===== config.mk =====
export PLATFORM = sky130hd
export DESIGN_NAME = altclk_rx
export DESIGN_NICKNAME = d
export VERILOG_FILES = /design/src/rtl/altclk_pkg.sv /design/src/rtl/altclk_line_edge.sv /design/src/rtl/altclk_rx_core.sv /design/src/rtl/altclk_rx.sv
export SDC_FILE = /design/constraint.sdc
export NUM_CORES = 1
export LEC_CHECK = 0
export BUFFER_PORTS_ARGS = -buffer_cell sky130_fd_sc_hd__buf_4
export CORE_ASPECT_RATIO = 0.7
export CORE_MARGIN = 1.5
export CORE_UTILIZATION = 50
export DETAILED_ROUTE_END_ITERATION = 12
export MAX_ROUTING_LAYER = met4
export PLACE_DENSITY = 0.69
export SYNTH_ARGS = -nofsm -noshare
export SYNTH_HDL_FRONTEND = slang
export SYNTH_SLANG_ARGS = --single-unit

===== constraint.sdc =====
create_clock -name clk -period 3 [get_ports clk]
set_input_delay 0.15 -clock clk [delete_from_list [all_inputs] [get_ports clk]]
set_output_delay 0.15 -clock clk [all_outputs]
set_load 0.1 [all_outputs]

===== src/rtl/altclk_pkg.sv =====
package altclk_pkg;

    typedef enum logic [1:0] {
        MODE_IDLE = 2'd0,
        MODE_BITS = 2'd1,
        MODE_HOLD = 2'd2,
        MODE_ENDW = 2'd3
    } rx_mode_e;

endpackage


===== src/rtl/altclk_line_edge.sv =====
module altclk_line_edge #(
    parameter int STAGES = 2
) (
    input  logic clk,
    input  logic rst_n,
    input  logic din,
    output logic lvl_o,
    output logic fall_o
);

    logic [STAGES-1:0] sync_q, sync_d;
    logic              prev_q, prev_d;

    always_comb begin
        sync_d = {sync_q[STAGES-2:0], din};
        prev_d = sync_q[STAGES-1];
    end

    always_ff @(posedge clk or negedge rst_n) begin
        if (!rst_n) begin
            sync_q <= '1;
            prev_q <= 1'b1;
        end else begin
            sync_q <= sync_d;
            prev_q <= prev_d;
        end
    end

    assign lvl_o  = sync_q[STAGES-1];
    assign fall_o = prev_q & ~sync_q[STAGES-1];

    // a fall on a slow wire lasts exactly one cycle (feeds R1, R2)
    p_fall_single_r1: assert property (@(posedge clk) disable iff (!rst_n)
        fall_o |=> !fall_o);

endmodule


===== src/rtl/altclk_rx_core.sv =====
module altclk_rx_core
    import altclk_pkg::*;
#(
    parameter int BYTE_BITS = 8
) (
    input  logic                 clk,
    input  logic                 rst_n,
    input  logic                 start_i,
    input  logic                 a_lvl,
    input  logic                 b_lvl,
    input  logic                 a_fall,
    input  logic                 b_fall,
    output logic [BYTE_BITS-1:0] byte_o,
    output logic                 byte_vld_o,
    output logic                 end_o,
    output logic                 err_o,
    output logic                 busy_o
);

    localparam int PAIRS = BYTE_BITS / 2;
    localparam int CW    = $clog2(PAIRS + 1);
    localparam logic [CW-1:0] ONE      = CW'(1);
    localparam logic [CW-1:0] LAST_CNT = CW'(PAIRS - 1);

    typedef struct packed {
        rx_mode_e             mode;
        logic [CW-1:0]        cnt_a;
        logic [CW-1:0]        cnt_b;
        logic [BYTE_BITS-1:0] shreg;
        logic                 setup_used;
        logic [BYTE_BITS-1:0] dout;
        logic                 vld;
        logic                 endp;
        logic                 err;
    } core_t;

    core_t st_q, st_d;

    always_comb begin
        st_d      = st_q;
        st_d.vld  = 1'b0;
        st_d.endp = 1'b0;
        st_d.err  = 1'b0;
        unique case (st_q.mode)
            MODE_IDLE: begin
                if (start_i) begin
                    st_d.mode       = MODE_BITS;
                    st_d.cnt_a      = '0;
                    st_d.cnt_b      = '0;
                    st_d.shreg      = '0;
                    st_d.setup_used = 1'b0;
                end
            end
            MODE_BITS: begin
                if (a_fall && b_fall) begin
                    st_d.err  = 1'b1;
                    st_d.mode = MODE_IDLE;
                end else if (a_fall) begin
                    if (st_q.cnt_a == st_q.cnt_b) begin
                        st_d.shreg = {st_q.shreg[BYTE_BITS-2:0], b_lvl};
                        st_d.cnt_a = st_q.cnt_a + ONE;
                    end else if (st_q.cnt_a == ONE && st_q.cnt_b == '0 &&
                                 st_q.shreg == '0 && !b_lvl) begin
                        st_d.mode = MODE_ENDW;
                    end else begin
                        st_d.err  = 1'b1;
                        st_d.mode = MODE_IDLE;
                    end
                end else if (b_fall) begin
                    if (st_q.cnt_a == st_q.cnt_b + ONE) begin
                        st_d.shreg = {st_q.shreg[BYTE_BITS-2:0], a_lvl};
                        st_d.cnt_b = st_q.cnt_b + ONE;
                        if (st_q.cnt_b == LAST_CNT) begin
                            st_d.mode = MODE_HOLD;
                        end
                    end else if (st_q.cnt_a == '0 && st_q.cnt_b == '0 &&
                                 a_lvl && !st_q.setup_used) begin
                        st_d.setup_used = 1'b1;
                    end else begin
                        st_d.err  = 1'b1;
                        st_d.mode = MODE_IDLE;
                    end
                end
            end
            MODE_HOLD: begin
                if (a_fall || b_fall) begin
                    st_d.err  = 1'b1;
                    st_d.mode = MODE_IDLE;
                end else if (a_lvl) begin
                    st_d.dout       = st_q.shreg;
                    st_d.vld        = 1'b1;
                    st_d.mode       = MODE_BITS;
                    st_d.cnt_a      = '0;
                    st_d.cnt_b      = '0;
                    st_d.shreg      = '0;
                    st_d.setup_used = 1'b0;
                end
            end
            MODE_ENDW: begin
                if (a_fall || b_fall) begin
                    st_d.err  = 1'b1;
                    st_d.mode = MODE_IDLE;
                end else if (a_lvl && b_lvl) begin
                    st_d.endp = 1'b1;
                    st_d.mode = MODE_IDLE;
                end
            end
            default: st_d.mode = MODE_IDLE;
        endcase
    end

    always_ff @(posedge clk or negedge rst_n) begin
        if (!rst_n) begin
            st_q <= '{mode: MODE_IDLE, default: '0};
        end else begin
            st_q <= st_d;
        end
    end

    assign byte_o     = st_q.dout;
    assign byte_vld_o = st_q.vld;
    assign end_o      = st_q.endp;
    assign err_o      = st_q.err;
    assign busy_o     = (st_q.mode != MODE_IDLE);

    // edge counts never drift more than one step apart
    p_count_order_r2: assert property (@(posedge clk) disable iff (!rst_n)
        (st_q.cnt_b <= st_q.cnt_a) && (st_q.cnt_a <= st_q.cnt_b + ONE));

    // a byte strobe only follows wire A seen high
    p_vld_after_a_high_r3: assert property (@(posedge clk) disable iff (!rst_n)
        byte_vld_o |-> $past(a_lvl));

    // end strobe leaves the block idle
    p_end_to_idle_r5: assert property (@(posedge clk) disable iff (!rst_n)
        end_o |-> !busy_o);

    // end strobe only once both wires were high
    p_end_needs_high_r5: assert property (@(posedge clk) disable iff (!rst_n)
        end_o |-> ($past(a_lvl) && $past(b_lvl)));

    // error strobe leaves the block idle
    p_err_to_idle_r6: assert property (@(posedge clk) disable iff (!rst_n)
        err_o |-> !busy_o);

    // an error follows a wire fall
    p_err_needs_fall_r6: assert property (@(posedge clk) disable iff (!rst_n)
        err_o |-> ($past(a_fall) || $past(b_fall)));

    // idle without start stays quiet
    p_idle_quiet_r8: assert property (@(posedge clk) disable iff (!rst_n)
        (!busy_o && !start_i) |=> (!byte_vld_o && !end_o && !err_o && !busy_o));

    // at most one strobe per cycle
    p_one_strobe_r6: assert property (@(posedge clk) disable iff (!rst_n)
        $onehot0({byte_vld_o, end_o, err_o}));

endmodule


===== src/rtl/altclk_rx.sv =====
module altclk_rx #(
    parameter int BYTE_BITS   = 8,
    parameter int SYNC_STAGES = 2
) (
    input  logic                 clk,
    input  logic                 rst_n,
    input  logic                 start_i,
    input  logic                 line_a_i,
    input  logic                 line_b_i,
    output logic [BYTE_BITS-1:0] byte_o,
    output logic                 byte_vld_o,
    output logic                 end_o,
    output logic                 err_o,
    output logic                 busy_o
);

    localparam int NLINES = 2;

    logic [NLINES-1:0] wire_in;
    logic [NLINES-1:0] wire_lvl;
    logic [NLINES-1:0] wire_fall;

    assign wire_in = {line_b_i, line_a_i};

    for (genvar gi = 0; gi < NLINES; gi++) begin : g_line
        altclk_line_edge #(.STAGES(SYNC_STAGES)) u_edge (
            .clk    (clk),
            .rst_n  (rst_n),
            .din    (wire_in[gi]),
            .lvl_o  (wire_lvl[gi]),
            .fall_o (wire_fall[gi])
        );
    end

    altclk_rx_core #(.BYTE_BITS(BYTE_BITS)) u_core (
        .clk        (clk),
        .rst_n      (rst_n),
        .start_i    (start_i),
        .a_lvl      (wire_lvl[0]),
        .b_lvl      (wire_lvl[1]),
        .a_fall     (wire_fall[0]),
        .b_fall     (wire_fall[1]),
        .byte_o     (byte_o),
        .byte_vld_o (byte_vld_o),
        .end_o      (end_o),
        .err_o      (err_o),
        .busy_o     (busy_o)
    );

    // reset leaves every strobe low
    p_reset_quiet_r9: assert property (@(posedge clk) disable iff (!rst_n)
        $rose(rst_n) |-> (!byte_vld_o && !end_o && !err_o));

endmodule


Word-level counts from Yosys, hierarchy flattened

Index checks and enable logic that the tools add are counted.

Add/sub/neg operators: 2
Bitwise gates (word level): 5
Div/mod/pow operators: 0
Mux-type cells: 40
Eq/ne operators: 27
$lt $le $gt $ge: 0
Shifts and indexed selects: 0
Reduce and logical (&&, ||, !) cells: 24
$mul: 0

Operators with widths:

| operator                                       | number |
|---|---|
| one-hot mux 15 bit (3 select lines)            | 1 |
| two-way mux 26 bit                             | 1 |
| two-way mux 24 bit                             | 1 |
| two-way mux 2 bit                              | 11 |
| two-way mux 17 bit                             | 1 |
| two-way mux 8 bit                              | 2 |
| AND reduction 8 bit                            | 2 |
| two-way mux 1 bit                              | 15 |
| two-way mux 15 bit                             | 1 |
| AND reduction 7 bit                            | 2 |
| two-way mux 12 bit                             | 1 |
| != test 2 bit (second input constant)          | 6 |
| two-way mux 11 bit                             | 1 |
| != test 2 x 1 -> 1 bit (second input constant) | 5 |
| two-way mux 3 bit                              | 3 |
| != test 3 x 1 -> 1 bit (second input constant) | 3 |
| AND reduction 9 bit                            | 1 |
| logical AND 1 bit                              | 8 |
| zero test 8 bit                                | 1 |
| one-hot mux 2 bit (4 select lines)             | 1 |
| adder 3 x 1 -> 3 bit (second input constant)   | 2 |
| equality test 3 bit                            | 2 |
| zero test 3 bit                                | 2 |
| != test 5 x 2 -> 1 bit (second input constant) | 1 |
| 19 further kinds                               | 24 |

Memories kept: 0
Bits of input ports: 5
Bits in registers: 34
Logic and storage cells: 111
Memory bits (read-only): 0
Bits in latches: 0
Output and inout bits: 12
Memory bits (writable): 0

Longest topological paths before layout

Gate-level depths: netlist of the first run.

Depth in word-level cells: 10
Depth in mapped cells: 9
Depth with buffers taken out: 7

Modules after synthesis

A second synthesis of the first run with hierarchy kept.

Cells, all modules: 178
Area, all modules: 1888.1 um^2

By module, submodules not included:

| module           | area each (um^2) | cells an instance | sequential area each (um^2) | instances |
|---|---|---|---|---|
| altclk_rx_core   | 1702.9           | 170               | 700.7                       | 1 |
| altclk_line_edge | 92.6             | 4                 | 78.8                        | 2 |

Worst setup path after synthesis of the first run

OpenSTA, ideal clock, no wires.

Kind: register -> register
Start point: register u_core.st_q[20] (netlist bit)
End point: register u_core.st_q[12] (netlist bit)
Arrival: 1.961 ns
Data required time: 2.875 ns
Period minus slack after synthesis: 2.086 ns
Library setup time: 0.125 ns
Path slack: 0.914 ns
Stages on the path, launching flop included: 9
Cells stage by stage: dfrtp_1 -> ha_1 -> ha_1 -> xor2_1 -> nand3_2 -> o31ai_2 -> o21bai_2 -> buf_6 -> mux2_4

Word-level cells in the longest chain between the ends: 4
Elaborated cells on any way between the ends: 6
Those cells by class: add/sub: 1; eq/ne: 4; reduce/logical: 1

RTL lines:

| what                                    | RTL line              | RTL |
|---|---|---|
| from (decl)                             | altclk_rx_core.sv:37  | `core_t st_q, st_d;` |
| from (signal assigned)                  | altclk_rx_core.sv:116 | `st_q <= st_d;` |
| adder 3 x 1 -> 3 bit                    | altclk_rx_core.sv:70  | `if (st_q.cnt_a == st_q.cnt_b + ONE) begin` |
| equality test 3 bit                     | altclk_rx_core.sv:70  |  |
| != test 3 x 1 -> 1 bit (no source line) | -                     |  |
| AND reduction 8 bit (no source line) *  | -                     |  |

Mark *: on every way between the ends. The rest lies on a longest branch, timed or not.
A chain may end at the register's enable or synchronous reset.

Worst setup path in the final report of the first run

Same ends and word-level chain as after synthesis.

==> flow_summary.toml, run 1 <==
[critical_path]
crit_family = "adder cells"
crit_buf_inv = 0
crit_type = "reg2reg"
cp.required_ps = 3170
start_kind = "register"
path_max_fanout = 8
critical-path-slowest-cell = "dfrtp_1"
worstSetupEndpointType = "register"
worst_ep_arrival_time_ps = 2510
crit_chain = "ha_1 -> ha_1 -> xor2_1 -> nand3_2 -> o31ai_2 -> o21bai_2 -> mux2_4"
max_stage_delay_ps = 430
cp_common_cell = "ha_1"

[synth]
netlist_instances = 181
yosysTopAreaCellShare_pct = 36.6
synth_cell_types = 53
synth_warnings = 0
async_flop_share_pct = 100
synth_area_um2 = 1920
synth_edf_count = 0
syn-mean-instance-area_um2 = 10.6
synth_commonest_cells = "dfrtp_1, inv_1, nand2_1"
yosysMostFrequentCell = "dfrtp_1"
ys.flop_type = "dfrtp_1"
synth_nets = 196
synth_top_cell_by_area = "dfrtp_1"
ys_top_cells_by_area = "dfrtp_1, dfstp_2, ha_1"
ys_seq_area_share_pct = 44.8
ys_ff_latch = 34

[detailed_routing]
drtPass1Iterations = 4
drt_iter0_drc = 105
routed_wl_um = 4000
ant_nets = 0
via_per_inst = 5.62
route.detailed.drc = 0
wl_per_cell_um = 16.2
vias = 1388

[floorplanning]
initial_core_util_pct = 53.2
die-area_um2 = 4220
core_um2 = 3600
fp.dieW_um = 77.0
row_count = 18
die_y_um = 54.8
num_io_pins = 17

[final_layout]
drive_gt1_share_pct = 25.9
fin_nets = 211
antenna_cells = 0
areaGrowthSynthToFinish_pct = 11.9

[sta]
min_period_ps = 2350
worst_slew_pin_slew_ps = 542
fin_crit_sh_pct = 78.2
slew-limit-headroom_pct = 63.8
finClkSkew_ps = 6.52
final_hold_viol_count = 0
fmax_mhz = 426
rsz0062_at_grt = "false"
slew_viol_final = 0
fin_tns_setup_ps = 0
finalSetupViolCount = 0
holdWs_ps = 342

[clock_network]
cts_setup_buffers = 0
path_clk_slew_ps = 70
clock_latency_ps = 280
cts_root_buf = "clkbuf_8"
htree_levels = 2
tritoncts = "done"
cts.repair.resized = 0
cts_hold_buf = 3
cts_sinks = 34
clockBufferDepth = 2
cts_inserted_buffers = 5

[global_route]
antenna_found_initial = 0
grt_use_total_pct = 21.6
grt_max_degree = 35
grt_pass1_vias = 1346
grt_pass1_wl_um = 6550
overflow = 0

[outcome]
outcome = "complete, no violations"

[flow_run]
max-cap-violations = 0

[worst_hold_path]
hp-class = "in2async"

[power]
irDropWorstVdd_v = 0.000660
p_leak_uw = 0.00103
powerDensity_nw_per_um2 = 1010

[placed_design]
portBuffers = 16
dpl.hpwl_um = 3020
place.gp.congestion = 1.03
==> where the power goes <==
group          total [uW]  switching, uW  internal (uW)
logic                1180            782            396
clock network         350            165            184
registers             630           80.1            550
==> routing by layer <==
layer | up-vias | part of all wire, % | global-route usage [%]
li1 | 657 | - | -
met3 | 2 | 5.4 | 4.50
met2 | 50 | 44 | 33.2
met5 | - | 0 | -
met4 | 0 | 0.47 | 6.36
met1 | 679 | 50 | 29.4
==> placed cells by master, fill, tap and decap left out, types with 3 or more instances in the layout <==
master	instances
a21oi_1	5
a31oi_1	4
and3_1	3
buf_4	18
clkbuf_8	6
dfrtp_1	28
dfstp_2	6
dlygate4sd3_1	3
ha_1	10
inv_1	16
mux2_2	8
mux2i_1	9
nand2_1	14
nand2b_1	3
nor2_1	8
nor2b_1	3
nor3_1	5
o21ai_0	6
xor2_1	4
==> cells by family (layout without fill, tap and decap cells) <==
kind of cell             Yosys count  in the layout  synth area share, %
adder cells (fa/ha/maj)           10             10                 6.53
AND/OR/NAND/NOR                   53             53                 16.2
multiplexers                      18             18                 10.2
flip-flops                        34             34                 44.8
AO/OA/AOI/OAI                     32             32                 11.9
buffers and inverters             29             45                 8.09
XOR/XNOR                           5              5                 2.28
==> final cells by class <==
| type | count | area, um2 |
|---|---|---|
| Multi-Input combinational cell | 118 | 903 |
| Clock buffer | 6 | 82.6 |
| Tap cell | 50 | 62.6 |
| Clock inverter | 2 | 12.5 |
| Inverter | 16 | 60.1 |
| Fill cell | 301 | 1460 |
| Sequential cell | 34 | 858 |
| Timing Repair Buffer | 21 | 165 |
==> flip-flops by register name, indices dropped and copies added (netlist names) <==
signal                flops
g_line.u_edge.prev_q      2
u_core.byte_o             8
u_core.end_o              1
u_core.st_q              17
u_core.err_o              1
u_core.byte_vld_o         1
g_line.u_edge.sync_q      4
==> through the flow <==
stage | setup WS [ps] | utilization (%) | power, uW | area (um2) | std cells
after floorplan | 914 | - | 1570 | 1920 | 181
after global placement | 818 | 56.0 | 1760 | 2020 | 236
after detailed placement | 715 | 56.0 | 1790 | 2020 | 236
after CTS | 688 | 59.5 | 2150 | 2140 | 247
after global routing | 569 | 59.5 | 2280 | 2140 | 247
final | 654 | 59.5 | 2160 | 2140 | 247
==> final timing paths <==
| kind | start | endpoint | slack [ps] | depth (start not counted) |
|---|---|---|---|---|
| min in group clk | g_line[0].u_edge.sync_q[0] | g_line[0].u_edge.sync_q[1] | 360 | 0 |
| setup reg to reg | u_core.st_q[20] | u_core.st_q[12] | 650 | 7 |
| max in group asynchronous | rst_n | g_line[0].u_edge.prev_q | 2320 | 2 |
| hold reg to reg | g_line[0].u_edge.sync_q[0] | g_line[0].u_edge.sync_q[1] | 360 | 0 |
| hold / removal | rst_n | u_core.st_q[27] | 340 | 2 |
| setup / recovery | u_core.st_q[20] | u_core.st_q[12] | 650 | 7 |
(Power assumes the default switching activity.)
==> run 2, diff against run 1 <==
- clock period: 3 -> 2.4 ns (I/O delays scaled with it)
==> flow_summary.toml, run 2 (synthesis results as in run 1) <==
[critical_path]
crit_type = "reg2reg"
path_max_fanout = 8
reg2reg_depth = 7
crit_start = "u_core.st_q[20]"
start_kind = "register"
r2r_start = "u_core.st_q[20]"
regToRegSetupSlack_ps = 140
worstSetupEndpointType = "register"
worst_ep_arrival_time_ps = 2430
cp.required_ps = 2570
reg2reg_to = "u_core.st_q[12]"

[sta]
slew-limit-headroom_pct = 68.2
worst_slew_pin_slew_ps = 476
finalSetupViolCount = 0
rsz0062_at_grt = "false"
final_hold_viol_count = 0
holdWs_ps = 312
slew_viol_final = 0
finClkSkew_ps = 6.67
setup_ws_ps = 137
fin_crit_sh_pct = 94.3
fmax_mhz = 442
min_period_ps = 2260
fin_tns_setup_ps = 0

[clock_network]
tritoncts = "done"
path_clk_slew_ps = 70
htree_levels = 2
clockBufferDepth = 2
cts_sinks = 34
cts_setup_buffers = 0
cts_inserted_buffers = 5
cts_root_buf = "clkbuf_8"
clock_latency_ps = 290

[placed_design]
portBuffers = 16
dpl.hpwl_um = 2920
pre_cts_slack_ps = 124
place.gp.congestion = 0.926

[final_layout]
final_common_cell = "dfrtp_1"
regMostFlops = "u_core.st_q"
layout_common_cells = "dfrtp_1, buf_4, inv_1"
largest_register_ffs = 17
fin_nets = 212
antenna_cells = 0
drive_gt1_share_pct = 26.3
areaGrowthSynthToFinish_pct = 12.7

[power]
clkPwrFrac_pct = 16.6
irDropWorstVdd_v = 0.000707
powerDensity_nw_per_um2 = 1250
switching_share_pct = 47.4
pwr-share-comb_pct = 54.2
p_sw_uw = 1280
internal-power_uw = 1420
p_leak_uw = 0.00103
share_seq_of_total_power_pct = 29.1

[outcome]
outcome = "complete, no violations"

[detailed_routing]
drt_iter0_drc = 123
wl_per_cell_um = 15.6
route.detailed.drc = 0
via_per_inst = 5.50
routed_wl_um = 3880
drtPass1Iterations = 4
ant_nets = 0
vias = 1365

[floorplanning]
row_count = 18
core_um2 = 3600
num_io_pins = 17
die-area_um2 = 4220
die_y_um = 54.8
initial_core_util_pct = 53.2
fp.dieW_um = 77.0

[global_route]
antenna_found_initial = 0
grt_use_total_pct = 20.9
grt_pass1_wl_um = 6310
grt_max_degree = 35
overflow = 0
grt_pass1_vias = 1282

[flow_run]
max-cap-violations = 0

[worst_hold_path]
hp-class = "in2async"
[run 2: cell types whose count changed in the layout (fill, tap and decap cells not counted)]
cell,previous run,this run
buf_4,18,19
o21bai_2,1,0
o21bai_4,0,1
[run 2: critical path, cell delays in order (launching register included)]
cell      delay (ps)
dfrtp_1          410
ha_1             210
ha_1             300
xor2_1           220
nand3_2          170
o31ai_2          340
o21bai_4         170
mux2_4           320
[run 2: metrics by stage]
stage	cell area (um2)	instances	utilization, %	total power [uW]
floorplan	1920	181	-	1970
finish	2160	248	59.9	2690
detailed placement	2030	237	56.3	2230
CTS	2150	248	59.7	2670
global placement	2030	237	56.3	2200
global route	2160	248	59.9	2860
[run 2: timing repair]
action	in CTS	in global routing
endpoints found under the hold margin	30	0
hold buffers	3	0
setup endpoints to repair	0	1
resized for setup	0	1
[run 2: power groups by stage]
stage | logic, uW | registers, uW | clock network [uW]
after CTS | 1440 | 784 | 452
after global placement | 1410 | 788 | 0
after detailed placement | 1430 | 796 | 0
after global routing | 1590 | 800 | 474
final | 1460 | 785 | 447
after floorplan | 1170 | 800 | 0
[run 2: area by class of cell]
cell class	instances	area, um2
Fill cell	305	1440
Multi-Input combinational cell	118	911
Sequential cell	34	858
Timing Repair Buffer	22	173
Clock buffer	6	82.6
Tap cell	50	62.6
Inverter	16	60.1
Clock inverter	2	12.5
[run 2: worst max path at each step]
stage,endpoint
2_1_floorplan,u_core.st_q[12]
3_3_place_gp,u_core.st_q[12]
3_5_place_dp,u_core.st_q[12]
4_1_cts,u_core.st_q[12]
5_1_grt,u_core.st_q[12]
6_report,u_core.st_q[12]
[run 2: routing by layer]
metal  global-route usage (%)  vias to the layer above  share of wire, %
li1                         -                      658                 -
met1                     28.4                      665                51
met2                     31.6                       40                43
met3                     4.50                        2               5.8
met4                     6.36                        0              0.34
met5                        -                        -                 0
